--- config.mk ---
export PLATFORM = sky130hd
export DESIGN_NAME = cfg_target
export DESIGN_NICKNAME = d
export VERILOG_FILES = /design/src/rtl/cfg_target_pkg.sv /design/src/rtl/cfg_decode.sv /design/src/rtl/cfg_regfile.sv /design/src/rtl/cfg_ctrl.sv /design/src/rtl/cfg_target.sv
export SDC_FILE = /design/constraint.sdc
export NUM_CORES = 2
export LEC_CHECK = 0
export BUFFER_PORTS_ARGS = -buffer_cell sky130_fd_sc_hd__buf_2
export CORE_MARGIN = 1
export CORE_UTILIZATION = 55
export DETAILED_ROUTE_END_ITERATION = 7
export HOLD_SLACK_MARGIN = 0.12
export PLACE_DENSITY = 0.78
export SYNTH_ARGS = -nofsm -noshare
export SYNTH_HDL_FRONTEND = slang
export SYNTH_SLANG_ARGS = --single-unit
--- constraint.sdc ---
create_clock -name clk -period 6.9 [get_ports clk]
set_clock_uncertainty 0.2 [all_clocks]
set_input_delay 1.38 -clock clk [delete_from_list [all_inputs] [get_ports clk]]
set_output_delay 1.38 -clock clk [all_outputs]
set_load 0.1 [all_outputs]
--- src/rtl/cfg_target_pkg.sv ---
package cfg_target_pkg;

    localparam int CFG_ADDR_W = 8;
    localparam int CFG_DATA_W = 32;

    typedef enum logic [1:0] {
        ST_IDLE    = 2'd0,
        ST_ACCESS  = 2'd1,
        ST_RESPOND = 2'd2
    } cfg_state_e;

endpackage

--- src/rtl/cfg_decode.sv ---
module cfg_decode #(
    parameter int ADDR_W = 8,
    parameter int DATA_W = 32
) (
    input  logic [ADDR_W-1:0]           addr,
    input  logic [DATA_W/8-1:0]         be_n,
    output logic [ADDR_W-$clog2(DATA_W/8)-1:0] idx,
    output logic [DATA_W-1:0]           bmask
);
    localparam int LANES = DATA_W / 8;
    localparam int OFF_W = $clog2(LANES);

    // word select drops the byte offset bits
    assign idx = addr[ADDR_W-1:OFF_W];

    // each active-low enable widens to a full byte of mask
    for (genvar b = 0; b < LANES; b++) begin : g_lane
        assign bmask[8*b +: 8] = {8{~be_n[b]}};
    end

endmodule

--- src/rtl/cfg_regfile.sv ---
module cfg_regfile #(
    parameter int          DATA_W  = 32,
    parameter int          IDX_W   = 6,
    parameter logic [31:0] ID_WORD = 32'hC0DE_0A11
) (
    input  logic              clk,
    input  logic              rst_n,
    input  logic              wr_en,
    input  logic [IDX_W-1:0]  wr_idx,
    input  logic [DATA_W-1:0] wr_data,
    input  logic [DATA_W-1:0] wr_bmask,
    input  logic [IDX_W-1:0]  rd_idx,
    output logic [DATA_W-1:0] rd_data
);
    localparam int NUM_WORDS = 1 << IDX_W;
    localparam int HALF_W    = DATA_W / 2;

    function automatic logic [DATA_W-1:0] ro_bits(input int i);
        logic [DATA_W-1:0] m;
        m = '0;
        if (i == 0) begin
            m = '1;
        end else if (i == 1) begin
            m[DATA_W-1:HALF_W] = '1;
        end
        return m;
    endfunction

    function automatic logic [DATA_W-1:0] reset_bits(input int i);
        return (i == 0) ? DATA_W'(ID_WORD) : '0;
    endfunction

    logic [NUM_WORDS-1:0][DATA_W-1:0] words;

    for (genvar g = 0; g < NUM_WORDS; g++) begin : g_word
        localparam logic [DATA_W-1:0] RO_M  = ro_bits(g);
        localparam logic [DATA_W-1:0] RST_V = reset_bits(g);
        logic              sel;
        logic [DATA_W-1:0] keep_m;
        logic [DATA_W-1:0] q;

        assign sel    = wr_en && (wr_idx == IDX_W'(g));
        assign keep_m = RO_M | ~wr_bmask;

        always_ff @(posedge clk or negedge rst_n) begin
            if (!rst_n) begin
                q <= RST_V;
            end else if (sel) begin
                q <= (q & keep_m) | (wr_data & ~keep_m);
            end
        end

        assign words[g] = q;
    end

    assign rd_data = words[rd_idx];

endmodule

--- src/rtl/cfg_ctrl.sv ---
module cfg_ctrl
    import cfg_target_pkg::*;
#(
    parameter int DATA_W = 32,
    parameter int IDX_W  = 6
) (
    input  logic              clk,
    input  logic              rst_n,
    input  logic              start,
    input  logic              is_write,
    input  logic              last,
    input  logic [IDX_W-1:0]  req_idx,
    input  logic [DATA_W-1:0] req_wdata,
    input  logic [DATA_W-1:0] req_bmask,
    input  logic [DATA_W-1:0] mem_rdata,
    output logic              mem_we,
    output logic [IDX_W-1:0]  mem_idx,
    output logic [DATA_W-1:0] mem_wdata,
    output logic [DATA_W-1:0] mem_bmask,
    output logic              rsp_valid,
    output logic              rsp_disconnect,
    output logic [DATA_W-1:0] rsp_rdata
);
    cfg_state_e state_q, state_d;

    logic              wr_q;
    logic              last_q;
    logic [IDX_W-1:0]  idx_q;
    logic [DATA_W-1:0] wdata_q;
    logic [DATA_W-1:0] bmask_q;
    logic [DATA_W-1:0] rd_q;
    logic              accept;

    assign accept = (state_q == ST_IDLE) && start;

    // next-state logic: T_ACCEPT, T_COMMIT, T_RETIRE
    always_comb begin
        state_d = state_q;
        unique case (state_q)
            ST_IDLE:    if (start) state_d = ST_ACCESS;
            ST_ACCESS:  state_d = ST_RESPOND;
            ST_RESPOND: state_d = ST_IDLE;
            default:    state_d = ST_IDLE;
        endcase
    end

    always_ff @(posedge clk or negedge rst_n) begin
        if (!rst_n) begin
            state_q <= ST_IDLE;
        end else begin
            state_q <= state_d;
        end
    end

    // request capture and read-word latch
    always_ff @(posedge clk or negedge rst_n) begin
        if (!rst_n) begin
            wr_q    <= 1'b0;
            last_q  <= 1'b1;
            idx_q   <= '0;
            wdata_q <= '0;
            bmask_q <= '0;
            rd_q    <= '0;
        end else begin
            if (accept) begin
                wr_q    <= is_write;
                last_q  <= last;
                idx_q   <= req_idx;
                wdata_q <= req_wdata;
                bmask_q <= req_bmask;
            end
            if (state_q == ST_ACCESS) begin
                rd_q <= wr_q ? '0 : mem_rdata;
            end
        end
    end

    // outputs decoded from state
    always_comb begin
        mem_we         = 1'b0;
        rsp_valid      = 1'b0;
        rsp_disconnect = 1'b0;
        rsp_rdata      = '0;
        unique case (state_q)
            ST_IDLE: begin
            end
            ST_ACCESS: begin
                mem_we = wr_q;
            end
            ST_RESPOND: begin
                rsp_valid      = 1'b1;
                rsp_disconnect = ~last_q;
                rsp_rdata      = rd_q;
            end
            default: begin
            end
        endcase
    end

    assign mem_idx   = idx_q;
    assign mem_wdata = wdata_q;
    assign mem_bmask = bmask_q;

endmodule

--- src/rtl/cfg_target.sv ---
module cfg_target
    import cfg_target_pkg::*;
#(
    parameter int          ADDR_W  = CFG_ADDR_W,
    parameter int          DATA_W  = CFG_DATA_W,
    parameter logic [31:0] ID_WORD = 32'hC0DE_0A11
) (
    input  logic              clk,
    input  logic              rst_n,
    input  logic              cfg_start,
    input  logic              cfg_write,
    input  logic [ADDR_W-1:0] cfg_addr,
    input  logic [DATA_W-1:0] cfg_wdata,
    input  logic [DATA_W/8-1:0] cfg_be_n,
    input  logic              cfg_last,
    output logic              rsp_valid,
    output logic [DATA_W-1:0] rsp_rdata,
    output logic              rsp_disconnect
);
    localparam int LANES = DATA_W / 8;
    localparam int IDX_W = ADDR_W - $clog2(LANES);

    logic [IDX_W-1:0]  dec_idx;
    logic [DATA_W-1:0] dec_bmask;
    logic              mem_we;
    logic [IDX_W-1:0]  mem_idx;
    logic [DATA_W-1:0] mem_wdata;
    logic [DATA_W-1:0] mem_bmask;
    logic [DATA_W-1:0] mem_rdata;

    cfg_decode #(
        .ADDR_W (ADDR_W),
        .DATA_W (DATA_W)
    ) u_decode (
        .addr  (cfg_addr),
        .be_n  (cfg_be_n),
        .idx   (dec_idx),
        .bmask (dec_bmask)
    );

    cfg_ctrl #(
        .DATA_W (DATA_W),
        .IDX_W  (IDX_W)
    ) u_ctrl (
        .clk            (clk),
        .rst_n          (rst_n),
        .start          (cfg_start),
        .is_write       (cfg_write),
        .last           (cfg_last),
        .req_idx        (dec_idx),
        .req_wdata      (cfg_wdata),
        .req_bmask      (dec_bmask),
        .mem_rdata      (mem_rdata),
        .mem_we         (mem_we),
        .mem_idx        (mem_idx),
        .mem_wdata      (mem_wdata),
        .mem_bmask      (mem_bmask),
        .rsp_valid      (rsp_valid),
        .rsp_disconnect (rsp_disconnect),
        .rsp_rdata      (rsp_rdata)
    );

    cfg_regfile #(
        .DATA_W  (DATA_W),
        .IDX_W   (IDX_W),
        .ID_WORD (ID_WORD)
    ) u_regs (
        .clk      (clk),
        .rst_n    (rst_n),
        .wr_en    (mem_we),
        .wr_idx   (mem_idx),
        .wr_data  (mem_wdata),
        .wr_bmask (mem_bmask),
        .rd_idx   (mem_idx),
        .rd_data  (mem_rdata)
    );

endmodule

==> results.yml <==
cts:
  post-cts-setup-buffers: 0
  cts_max_level: 4
  clock_path_buffers: 3
  clock-root-buffer: "clkbuf_16"
  insertion_delay_ns: 0.87
  cts_tree: "yes"
  hold_buffers: 0
  cts.sinks: 2078
  post_cts_resized: 0
  cts_buffers: 207
  clkTransAtPathRegs_ns: 0.06
logic_synthesis:
  synth_top_cell_by_area: "dfrtp_1"
  async_flop_share: 1.00
  synth_top_area_frac: 0.550
  ys_top_cells_by_count: "2,091 x mux2_2, 2,077 x dfrtp_1, 466 x mux4_2, 308 x clkbuf_1, 219 x nand2_1"
  synth_top_family_by_area: "multiplexers"
  synth_ff_type: "dfrtp_1"
  yosysWarnings: 0
  synth_xor_area_frac: 0
  syn_area_per_cell_um2: 15.4
  synth_simple_gate_area_frac: 0.0275
  yosys-top-cells-area: "dfrtp_1 55%, mux2_2 25%, mux4_2 11%"
  ys_types: 46
  muxShareOfSynthArea: 0.378
  ys_seq_area_frac: 0.550
  synth_compound_area_frac: 0.0202
  synth-edff-count: 0
  synth_fp_nets: 6188
  netlist_instances: 6139
  synth-seq-cells: 2078
  synthAdderAreaFrac: 0
  yosysMostFrequentCell: "mux2_2"
  synth_area_um2: 94500
routing:
  drt_iter0_drc: 4881
  top_layer: "met5"
  via_per_inst: 6.48
  route.layer.met1.wl_um: 98200
  vias: 54500
  wl_met3_um: 17400
  met2_wirelength_um: 116000
  wl_per_cell_um: 28.8
  drt_drc_violations_left: 0
  drtAntennaViolNets: 0
  drt_wl_total_um: 242000
  firstDrtPassIters: 8
global_route:
  grt_overflow: 0
  grt_start_max_net_pins: 201
  grt_pass1_vias: 56700
  grt_usage: 0.284
  antenna_found_initial: 17
  grt_pass1_wl_um: 369000
power:
  p_per_area_nw_per_um2: 312
  power_frac_clock: 0.346
  p_sw_uw: 9590
  p_comb_frac: 0.181
  finalPower_uw: 32300
  swShare: 0.296
  p_int_uw: 22800
  irDropWorstVdd_mv: 0.356
  seqPwrFrac: 0.473
  leakage_uw: 0.0505
placement:
  gp_congestion: 0.858
  dp_hpwl_um: 151000
  dp_cells: 8018
  io_buffer_count: 80
  place_area_um2: 96800
run_status:
  status: "completed"
sta:
  rsz0062_at_grt: "no"
  finalHoldViolations: 0
  period_share: 0.658
  setup-tns-final_ns: 0
  setup_viol: 0
  period_minus_slack_ns: 4.54
  slew_headroom: 0.0250
  fmax_mhz: 220
  tightest_slew_ns: 1.45
  slew_violations: 0
cells_and_area:
  final_nets: 6058
  fin_area_um2: 104000
  area_growth_pct: 9.60
  fill_cells: 12300
  drive_gt1_frac: 0.512
  layout.cells.non_filler: 8404
  finish.utilization: 0.609
worst_setup_path:
  worstPathArrival_ns: 5.06
  cp_num_buf_inv: 1
  critPathCaptureType: "register"
  slowest_stage: "nor2_1"
  crit_type: "reg -> reg"
  crit_path_start_kind: "register"
  cp_slowest_stage_delay_ns: 1.22
  path_max_fanout: 18
  critical_path.cell_chain: "buf_4 > nand2_1 > nor2_1 > and3_1 > mux2_2"
  cp_top_family: "simple AND/OR/NAND/NOR gates"
  worstPathRequired_ns: 7.42
floorplanning:
  dieArea_um2: 174000
  start_util: 0.556
  die_h_um: 417
  core.rowCount: 151
  core_um2: 170000
  dieWidth_um: 417
  ioPinCount: 83
worst_hold_path:
  hold_class: "reg -> reg"
job:
  cap_viol_max_count: 0
## per-stage QoR
step           setup slack [ns]  hold WS [ns]
5_1_grt                    2.33         0.303
2_1_floorplan              2.81         0.252
6_report                   2.36         0.285
4_1_cts                    2.35         0.289
3_3_place_gp               2.77         0.268
3_5_place_dp               2.66         0.276
## cells by family (layout without fill, tap and decap cells)
group | Yosys count | in the layout
other cells | 0 | 16
flops | 2078 | 2078
mux | 2714 | 2714
compound gates | 270 | 270
buf+inv | 549 | 580
simple gates | 528 | 528
## cell usage in the layout (no fill, tap or decap), drive strengths merged, types with 12 or more instances in the layout
cell,instances
dfrtp,2077
mux2,2166
a221o,22
o31ai,20
a211oi,14
o22ai,76
clkinv,31
diode,16
nor3,53
a22oi,24
mux4,466
inv,15
buf,201
a21oi,38
nand3b,14
nor2,57
nand2,220
a22o,20
nand3,33
and2,35
and3,72
clkbuf,321
nor2b,12
mux2i,82
o21ai,18
## routing by layer
metal  global-route usage  vias to the layer above
met5                    0                        -
met4                0.119                       12
met3               0.0665                      479
met2                0.444                     1892
met1                0.384                    29500
li1                     -                    22600
## final timing paths
kind / end / slack (ns) / cells after the start / from
max: register / 2.36 / 5 / u_ctrl.mem_idx[2]
min: register / 0.28 / 1 / register
max reg2reg: register / 2.36 / 5 / u_ctrl.mem_idx[2]
min reg2reg: register / 0.28 / 1 / register
max in group asynchronous: u_ctrl.mem_wdata[7] / 4.38 / 2 / rst_n
min in group asynchronous: async pin / 0.41 / 1 / rst_n
## power groups by stage
stage	Clock, uW	Combinational, uW	Sequential (uW)
global route	11800	6200	15500
detailed placement	0	5840	15500
global placement	0	5700	15300
finish	11200	5850	15300
CTS	11300	5860	15300
floorplan	0	4800	14300
## cell type report
| cell class | count | area (um^2) | share of cell area |
|---|---|---|---|
| antenna | 16 | 40.0 | 0.000386 |
| clock buffer | 321 | 6180 | 0.0596 |
| clock inverter | 49 | 614 | 0.00593 |
| inverter | 9 | 33.8 | 0.000326 |
| multi-input combinational | 3512 | 40400 | 0.389 |
| sequential | 2078 | 52100 | 0.502 |
| tap | 2218 | 2780 | 0.0268 |
| timing repair buffer | 201 | 1560 | 0.0151 |
(Power assumes the default switching activity.)
